===== src/rtl/sel_alu_pkg.sv =====
package sel_alu_pkg;

    // Bitwise functions of the logic path, indexed by func_sel[1:0]
    typedef enum logic [1:0] {
        LOP_AND  = 2'b00,
        LOP_OR   = 2'b01,
        LOP_XOR  = 2'b10,
        LOP_NOTX = 2'b11
    } logic_op_e;

    // Decoded control fields carried from the function code into the datapath
    typedef struct packed {
        logic      use_logic;   // choose the logic path at the output
        logic      want_inv_y;  // conditioned operand includes the complement of Y
        logic      want_y;      // conditioned operand includes Y
        logic      carry_in;    // adder carry-in
        logic_op_e lop;         // bitwise function
    } func_ctl_t;

    localparam int unsigned SEL_W = 4;

    function automatic func_ctl_t decode_sel(input logic [SEL_W-1:0] sel);
        func_ctl_t c;
        c.use_logic  = sel[3];
        c.want_inv_y = sel[2];
        c.want_y     = sel[1];
        c.carry_in   = sel[0];
        c.lop        = logic_op_e'(sel[1:0]);
        return c;
    endfunction

endpackage


===== src/rtl/sel_alu_opnd_cond.sv =====
module sel_alu_opnd_cond #(
    parameter int unsigned W = 4
) (
    input  logic [W-1:0] y_in,
    input  logic         inv_en,
    input  logic         pass_en,
    output logic [W-1:0] p_out
);
    // Per bit: (inv_en & ~y) | (pass_en & y)
    for (genvar i = 0; i < W; i++) begin : g_bit
        assign p_out[i] = (inv_en & ~y_in[i]) | (pass_en & y_in[i]);
    end

    always_comb begin
        if (!inv_en && !pass_en)
            assert_opnd_zero_R2: assert (p_out == '0);
        if (inv_en && pass_en)
            assert_opnd_ones_R2: assert (p_out == '1);
    end
endmodule


===== src/rtl/sel_alu_ripple_add.sv =====
module sel_alu_ripple_add #(
    parameter int unsigned W = 4
) (
    input  logic [W-1:0] a_in,
    input  logic [W-1:0] b_in,
    input  logic         c_in,
    output logic [W-1:0] s_out,
    output logic         c_out
);
    localparam int unsigned CW = W + 1;

    logic [CW-1:0] chain;
    assign chain[0] = c_in;

    for (genvar i = 0; i < W; i++) begin : g_fa
        logic gen_b, prop_b;
        assign prop_b     = a_in[i] ^ b_in[i];
        assign gen_b      = a_in[i] & b_in[i];
        assign s_out[i]   = prop_b ^ chain[i];
        assign chain[i+1] = gen_b | (prop_b & chain[i]);
    end

    assign c_out = chain[W];

    always_comb begin
        assert_adder_sum_R1: assert ({c_out, s_out} ==
            ({1'b0, a_in} + {1'b0, b_in} + {{W{1'b0}}, c_in}));
    end
endmodule


===== src/rtl/sel_alu_logic.sv =====
module sel_alu_logic
    import sel_alu_pkg::*;
#(
    parameter int unsigned W = 4
) (
    input  logic [W-1:0] x_in,
    input  logic [W-1:0] y_in,
    input  logic_op_e    op,
    output logic [W-1:0] g_out
);
    always_comb begin
        unique case (op)
            LOP_AND:  g_out = x_in & y_in;
            LOP_OR:   g_out = x_in | y_in;
            LOP_XOR:  g_out = x_in ^ y_in;
            LOP_NOTX: g_out = ~x_in;
            default:  g_out = '0;
        endcase
    end

    always_comb begin
        if (op == LOP_NOTX)
            assert_not_ignores_y_R7: assert ((g_out ^ x_in) == '1);
    end
endmodule


===== src/rtl/sel_alu.sv =====
module sel_alu
    import sel_alu_pkg::*;
#(
    parameter int unsigned W = 4
) (
    input  logic [W-1:0]     opnd_x,
    input  logic [W-1:0]     opnd_y,
    input  logic [SEL_W-1:0] func_sel,
    output logic [W-1:0]     result,
    output logic             carry_out
);
    func_ctl_t    ctl;
    logic [W-1:0] cond_p;
    logic [W-1:0] arith_g;
    logic         arith_c;
    logic [W-1:0] logic_g;

    assign ctl = decode_sel(func_sel);

    sel_alu_opnd_cond #(.W(W)) u_cond (
        .y_in    (opnd_y),
        .inv_en  (ctl.want_inv_y),
        .pass_en (ctl.want_y),
        .p_out   (cond_p)
    );

    sel_alu_ripple_add #(.W(W)) u_add (
        .a_in  (cond_p),
        .b_in  (opnd_x),
        .c_in  (ctl.carry_in),
        .s_out (arith_g),
        .c_out (arith_c)
    );

    sel_alu_logic #(.W(W)) u_logic (
        .x_in  (opnd_x),
        .y_in  (opnd_y),
        .op    (ctl.lop),
        .g_out (logic_g)
    );

    // Output multiplexer; carry is only meaningful on the arithmetic path
    assign result    = ctl.use_logic ? logic_g : arith_g;
    assign carry_out = ctl.use_logic ? 1'b0 : arith_c;

    always_comb begin
        if (func_sel[3])
            assert_logic_carry_zero_R9: assert (carry_out == 1'b0);
        if (func_sel == 4'b0000 || func_sel == 4'b0111)
            assert_transfer_R3: assert (result == opnd_x);
        if (func_sel == 4'b0000)
            assert_transfer_no_carry_R6: assert (carry_out == 1'b0);
        if (func_sel == 4'b0111)
            assert_transfer_carry_R6: assert (carry_out == 1'b1);
    end
endmodule


===== config.mk =====
export PLATFORM = sky130hd
export DESIGN_NAME = sel_alu
export DESIGN_NICKNAME = d
export VERILOG_FILES = /design/src/rtl/sel_alu_pkg.sv /design/src/rtl/sel_alu_opnd_cond.sv /design/src/rtl/sel_alu_ripple_add.sv /design/src/rtl/sel_alu_logic.sv /design/src/rtl/sel_alu.sv
export SDC_FILE = /design/constraint.sdc
export NUM_CORES = 1
export LEC_CHECK = 0
export BUFFER_PORTS_ARGS = -buffer_cell sky130_fd_sc_hd__buf_2
export CAP_MARGIN = 25
export CORE_AREA = 2 2 39 41
export DETAILED_ROUTE_END_ITERATION = 16
export DIE_AREA = 0 0 41 43
export PLACE_DENSITY = 0.6
export REMOVE_ABC_BUFFERS = 1
export SLEW_MARGIN = 10
export SYNTH_ARGS = -nofsm -noshare
export SYNTH_HDL_FRONTEND = slang
export SYNTH_HIERARCHICAL = 1
export SYNTH_SLANG_ARGS = --single-unit
export TNS_END_PERCENT = 5

===== constraint.sdc =====
create_clock -name vclk -period 5.6
set_input_delay 0.56 -clock vclk [all_inputs]
set_output_delay 0.56 -clock vclk [all_outputs]
set_load 0.005 [all_outputs]

==> flow_summary.json, run 1 <==
{
  "hpwl_um": 657,
  "yosysUniqueCellTypes": 6,
  "antennaDiodeCount": 0,
  "globalplace.congestion": 0.659,
  "grt_pass1_vias": 313,
  "critPathLaunchType": "primary input",
  "required_ns": 5.04,
  "fp.dieArea_sq_mm": 0.00176,
  "vias_per_cell": 4.41,
  "hold_start": "func_sel[3]",
  "vias": 353,
  "routedWlPerCell_um": 9.46,
  "leakagePower_uw": 0.000345,
  "gr-total-overflow": 0,
  "postCtsResizedCells": 0,
  "synth_top_cell_by_area": "mux4_1",
  "clock_buffers": 0,
  "relSlewSlack": 0.896,
  "die_w_um": 41,
  "fin_nets": 90,
  "syn-cell-area_sq_um": 467,
  "drtAntennaViolNets": 0,
  "status": "finished, final reports clean",
  "ctsHoldBuffers": 0,
  "start_util": 0.337,
  "ys_top_cells_by_count": "inv_1, ha_1, mux2_2",
  "cts_setup_buffers": 0,
  "crit_chain": "buf_2 > mux2_2 > inv_1 > fa_1 > inv_1 > fa_1 > fa_1 > inv_1 > fa_1 > inv_1 > mux2_2 > buf_2",
  "critPathCaptureType": "primary output",
  "hold_path_depth": 3,
  "yosysMostFrequentCell": "inv_1",
  "drt_iter0_drc": 1,
  "drtPass1Iterations": 2,
  "num_rows": 14,
  "register_area_sq_um": 0,
  "die_y_um": 43,
  "crit_path_top_delay_cell": "fa_1",
  "synth_top_cell_area_share": 0.225,
  "synthToLayoutAreaGrowth_pct": 22.5,
  "grt_pass1_wl_um": 1220,
  "peakVddDrop_mv": 0.0272,
  "cp_slowest_stage_delay_ns": 0.41,
  "worstPathMaxFanout": 3,
  "whs_endpoint": "result[3]",
  "hp-class": "primary input to primary output",
  "fin_setup_tns_ns": 0,
  "track_usage": 0.0917,
  "yosysSeqAreaShare": 0,
  "period_share": 0.595,
  "slew_viol_final": 0,
  "drive_gt1_frac": 0.406,
  "finalCriticalPeriod_ns": 3.33,
  "flops_and_latches": 0,
  "grt_max_degree": 9,
  "yosys_warnings": 6,
  "syn_inst": 47,
  "antenna_found_initial": 0,
  "synthTopCellsByArea": "mux4_1, ha_1, mux2_2, inv_1, fa_1",
  "wirelength_um": 757,
  "drc": 0,
  "rsz0062_at_grt": "no",
  "core_sq_mm": 0.00138,
  "finalSetupViolations": 0,
  "final_core_util": 0.413,
  "worst_hold_slack_ns": 1.51,
  "max_freq_mhz": 300,
  "path_class": "primary input to primary output",
  "worst_pin_slew_ns": 0.155,
  "finalInstanceArea_sq_um": 572,
  "arrival_ns": 2.77,
  "timing.critical_path.from": "opnd_y[0]",
  "cap_violations": 0,
  "ios": 17,
  "placed_area_sq_um": 572,
  "io_buffers": 17,
  "power_density_mw_per_mm2": 75.8,
  "avgSynthCellArea_sq_um": 9.93,
  "finalHoldViolations": 0
}
routing by layer:
| layer | track usage | part of all wire | vias up |
|---|---|---|---|
| met4 | 0 | 0 | 0 |
| met5 | 0 | 0 | - |
| met1 | 0.140 | 0.50 | 162 |
| met3 | 0 | 0.038 | 0 |
| li1 | - | - | 182 |
| met2 | 0.150 | 0.46 | 9 |
worst max-delay path by stage:
| stage | cells after the start | endpoint |
|---|---|---|
| after floorplan | 10 | result[3] |
| after global placement | 12 | result[3] |
| after detailed placement | 12 | result[3] |
| after CTS | 12 | result[3] |
| after global routing | 12 | result[3] |
| final | 12 | result[3] |
metrics by stage:
step                power [uW]  std cells  setup WS [ns]
global route              50.6         80           2.14
floorplan                 26.6         47           2.53
finish                    43.3         80           2.27
global placement          43.3         80           2.26
CTS                       44.5         80           2.24
detailed placement        44.3         80           2.23
cells by family (layout without fill, tap and decap cells):
logic type	count (synthesis)	count (layout)	share of synthesized area
buffers and inverters	22	39	0.177
adder cells (fa/ha/maj)	12	12	0.386
multiplexers	12	12	0.418
AND/OR/NAND/NOR	1	1	0.0188
cell type report:
type                            count  area, sq um
Fill cell                         150          812
Inverter                           22         82.6
Multi-Input combinational cell     25          384
Tap cell                           16         20.0
Timing Repair Buffer               17         85.1
critical path: cells and delay by family:
family | cells | cell delay, ns
fa+ha+maj | 4 | 1.31
buf+inv | 6 | 0.45
mux | 2 | 0.45
cell usage in the layout, fill, tap and decap left out:
cell,n
mux4_1,4
and2b_2,1
fa_1,4
ha_1,8
mux2_2,8
inv_1,22
buf_2,17
where the power goes:
group	switching, uW	leakage (uW)	internal [uW]
Sequential	0	0	0
Combinational	18.7	0.000345	24.6
Clock	0	0	0
Total	18.7	0.000345	24.6
(Power assumes the default switching activity.)
==> inputs of run 2 (changes only) <==
- PLACE_DENSITY: 0.6 -> 0.62
- clock period: 5.6 -> 2.8 ns (I/O delays scaled with it)
==> flow_summary.json, run 2 (same netlist as run 1, synthesis figures left out) <==
{
  "grt_pass1_wl_um": 1440,
  "slew_viol_final": 0,
  "placed_area_sq_um": 587,
  "netSwitchingPower_uw": 40.2,
  "routedWlPerCell_um": 10.5,
  "register_area_sq_um": 0,
  "hold_path_depth": 3,
  "fin_nets": 92,
  "grt_max_degree": 8,
  "vias": 379,
  "wirelength_um": 861,
  "die_w_um": 41,
  "fp.dieArea_sq_mm": 0.00176,
  "whs_endpoint": "result[3]",
  "relSlewSlack": 0.916,
  "grt_pass1_vias": 357,
  "drtPass1Iterations": 1,
  "worst_pin_slew_ns": 0.126,
  "drc": 0,
  "period_share": 0.960,
  "leakagePower_uw": 0.000352,
  "finalHoldViolations": 0,
  "max_freq_mhz": 372,
  "track_usage": 0.113,
  "antennaDiodeCount": 0,
  "critPathLaunchType": "primary input",
  "finalInstanceArea_sq_um": 592,
  "path_class": "primary input to primary output",
  "fin_total_pwr_uw": 92.4,
  "core_sq_mm": 0.00138,
  "hpwl_um": 783,
  "vias_per_cell": 4.62,
  "p_clk_frac": 0,
  "io_buffers": 17,
  "drtAntennaViolNets": 0,
  "required_ns": 2.52,
  "final_common_cell": "inv_1",
  "cap_violations": 0,
  "start_util": 0.337,
  "cts_setup_buffers": 0,
  "internal_power_uw": 52.2,
  "finalSetupViolations": 0,
  "rsz0062_at_grt": "yes",
  "synthToLayoutAreaGrowth_pct": 26.8,
  "drt_iter0_drc": 0,
  "finalCriticalPeriod_ns": 2.69,
  "clock_buffers": 0,
  "combPwrFrac": 1.000,
  "worstPathMaxFanout": 2,
  "num_rows": 14,
  "status": "finished, final reports clean",
  "power_density_mw_per_mm2": 156,
  "gr-total-overflow": 0,
  "die_y_um": 43,
  "ios": 17,
  "drive_gt1_frac": 0.470,
  "flops_and_latches": 0,
  "antenna_found_initial": 0,
  "p_seq_frac": 0,
  "switching_share": 0.435,
  "hp-class": "primary input to primary output",
  "hold_start": "func_sel[3]",
  "globalplace.congestion": 0.714,
  "peakVddDrop_mv": 0.0448,
  "critPathCaptureType": "primary output",
  "final_cell_mix": "inv_1, buf_2, mux2_2, ha_1, mux4_1",
  "arrival_ns": 2.41
}
run 2: cell type report:
type / instances / area (sq um)
fillers: 145 / 792
multi-input cells: 25 / 389
repair buffers: 19 / 100
inverters: 22 / 82.6
well taps: 16 / 20.0
run 2: what timing repair did:
item / CTS / global route
hold buffers: 0 / 0
setup endpoints to repair: 0 / 1
resized for setup: 0 / 3
run 2: how the worst max path moves through the flow:
stage          startpoint  depth (start not counted)  slack (ns)        end
3_3_place_gp    opnd_y[0]                         12        0.05  result[3]
5_1_grt         opnd_y[0]                         12      -0.008  result[3]
4_1_cts         opnd_y[0]                         12        0.02  result[3]
2_1_floorplan   opnd_y[0]                         10        0.29  result[3]
6_report        opnd_y[0]                         12        0.11  result[3]
3_5_place_dp    opnd_y[0]                         12        0.02  result[3]
run 2: power groups by stage:
stage | clock [uW] | sequential [uW] | combinational, uW
after floorplan | 0 | 0 | 53.2
after global placement | 0 | 0 | 87.8
after detailed placement | 0 | 0 | 93.6
after CTS | 0 | 0 | 94.0
after global routing | 0 | 0 | 110
final | 0 | 0 | 92.4
run 2: routing by layer:
| layer | global-route usage | part of all wire | wire, um | up-vias |
|---|---|---|---|---|
| li1 | - | - | - | 185 |
| met1 | 0.143 | 0.40 | 345 | 185 |
| met2 | 0.213 | 0.55 | 474 | 9 |
| met3 | 0 | 0.049 | 42 | 0 |
| met4 | 0 | 0 | 0 | 0 |
| met5 | 0 | 0 | 0 | - |
run 2: critical path, stage by stage:
cell and delay [ns]:
buf_2 0.11, mux2_2 0.22, inv_2 0.04, fa_1 0.40, inv_1 0.08, fa_2 0.19, fa_2 0.17, inv_1 0.05
fa_1 0.47, inv_1 0.04, mux2_2 0.24, buf_2 0.12
run 2: through the flow:
stage	setup WS (ns)	util	instances	hold slack, ns	TNS (ns)
after floorplan	0.289	-	47	0.696	0
after detailed placement	0.0228	0.424	82	0.969	0
after global placement	0.0452	0.424	82	0.954	0
after global routing	-0.00760	0.428	82	0.994	-0.00760
after CTS	0.0213	0.424	82	0.975	0
final	0.113	0.428	82	0.964	0
==> inputs of run 3 (changes only) <==
- SYNTH_HIERARCHICAL: 1 -> default
==> flow_summary.json, run 3 <==
{
  "status": "finished, final reports clean",
  "antennaDiodeCount": 0,
  "switching_share": 0.495,
  "track_usage": 0.128,
  "finalHoldViolations": 0,
  "relSlewSlack": 0.886,
  "yosysSeqAreaShare": 0,
  "drtAntennaViolNets": 0,
  "io_buffers": 17,
  "p_clk_frac": 0,
  "rsz0062_at_grt": "no",
  "avgSynthCellArea_sq_um": 8.20,
  "required_ns": 2.52,
  "netSwitchingPower_uw": 46.2,
  "worstPathMaxFanout": 3,
  "num_rows": 14,
  "path_class": "primary input to primary output",
  "placed_area_sq_um": 561,
  "ys_top_cells_by_count": "inv_1, ha_1, fa_1, nor2b_1",
  "core_sq_mm": 0.00138,
  "start_util": 0.332,
  "finalCriticalPeriod_ns": 2.69,
  "yosys_warnings": 0,
  "flops_and_latches": 0,
  "combPwrFrac": 1.000,
  "timing.critical_path.from": "opnd_y[0]",
  "ios": 17,
  "period_share": 0.959,
  "leakagePower_uw": 0.000318,
  "hpwl_um": 848,
  "synth_top_cell_area_share": 0.218,
  "critPathLaunchType": "primary input",
  "drt_iter0_drc": 2,
  "max_freq_mhz": 372,
  "final_common_cell": "buf_2",
  "fin_nets": 99,
  "vias_per_cell": 4.80,
  "hold_start": "func_sel[3]",
  "cap_violations": 0,
  "critPathCaptureType": "primary output",
  "die_y_um": 43,
  "fp.dieArea_sq_mm": 0.00176,
  "drc": 0,
  "syn_inst": 56,
  "antenna_found_initial": 0,
  "grt_pass1_wl_um": 1650,
  "die_w_um": 41,
  "yosysUniqueCellTypes": 19,
  "finalSetupViolations": 0,
  "hp-class": "primary input to primary output",
  "slew_viol_final": 0,
  "internal_power_uw": 47.1,
  "fin_setup_tns_ns": 0,
  "drtPass1Iterations": 2,
  "gr-total-overflow": 0,
  "synthToLayoutAreaGrowth_pct": 27.0,
  "peakVddDrop_mv": 0.0403,
  "clock_buffers": 0,
  "arrival_ns": 2.41,
  "drive_gt1_frac": 0.397,
  "worst_pin_slew_ns": 0.168,
  "ctsHoldBuffers": 0,
  "register_area_sq_um": 0,
  "final_cell_mix": "buf_2, inv_1, ha_1",
  "hold_path_depth": 3,
  "grt_pass1_vias": 395,
  "globalplace.congestion": 0.768,
  "synth_top_cell_by_area": "ha_1",
  "synthTopCellsByArea": "ha_1, fa_1, inv_1, mux2_2, o221ai_1",
  "syn-cell-area_sq_um": 459,
  "wirelength_um": 1020,
  "grt_max_degree": 14,
  "power_density_mw_per_mm2": 160,
  "finalInstanceArea_sq_um": 583,
  "p_seq_frac": 0,
  "yosysMostFrequentCell": "inv_1",
  "vias": 427,
  "routedWlPerCell_um": 11.5
}
## run 3: power by group through the flow
stage	registers (uW)	logic [uW]	clock network (uW)
after CTS	0	90.7	0
after floorplan	0	51.3	0
final	0	93.3	0
after global routing	0	108	0
after global placement	0	87.1	0
after detailed placement	0	90.1	0
## run 3: metrics by stage
stage	setup WS [ns]	hold WS, ns	power (uW)	util	std cells
global placement	0.0981	0.898	87.1	0.405	89
detailed placement	0.00890	0.893	90.1	0.405	89
CTS	0.00620	0.898	90.7	0.405	89
floorplan	0.391	0.590	51.3	-	55
finish	0.114	0.892	93.3	0.421	89
global route	0.0161	0.920	108	0.421	89
## run 3: worst paths after layout
check | slack, ns | endpoint
max | 0.11 | result[3]
min | 0.89 | carry_out
## run 3: per-layer routing
| metal | global-route usage | wire length (um) | vias to the layer above |
|---|---|---|---|
| met5 | 0 | 0 | - |
| met3 | 0 | 62 | 0 |
| met2 | 0.228 | 546 | 13 |
| met1 | 0.175 | 413 | 198 |
| met4 | 0 | 0 | 0 |
| li1 | - | - | 216 |
## run 3: logic make-up after synthesis
kind of cell             synth area share
AO/OA/AOI/OAI                       0.174
adder cells (fa/ha/maj)             0.392
buffers and inverters               0.144
multiplexers                        0.117
AND/OR/NAND/NOR                     0.172
## run 3: cell type report
cell class / instances / area (sq um)
Fill cell: 157 / 801
Multi-Input combinational cell: 41 / 413
Timing Repair Buffer: 18 / 95.1
Inverter: 14 / 55.1
Tap cell: 16 / 20.0
## run 3: timing repair
item | 4_1_cts | 5_1_grt
resized for setup | 0 | 6
endpoints found under the setup margin | 0 | 1
buffers inserted | 0 | 0
## run 3: worst max-delay path: stages
cell,delay [ns]
buf_4,0.11
mux2i_4,0.25
fa_2,0.21
inv_1,0.05
fa_2,0.33
fa_2,0.34
fa_1,0.49
inv_1,0.04
o221ai_1,0.16
buf_2,0.14
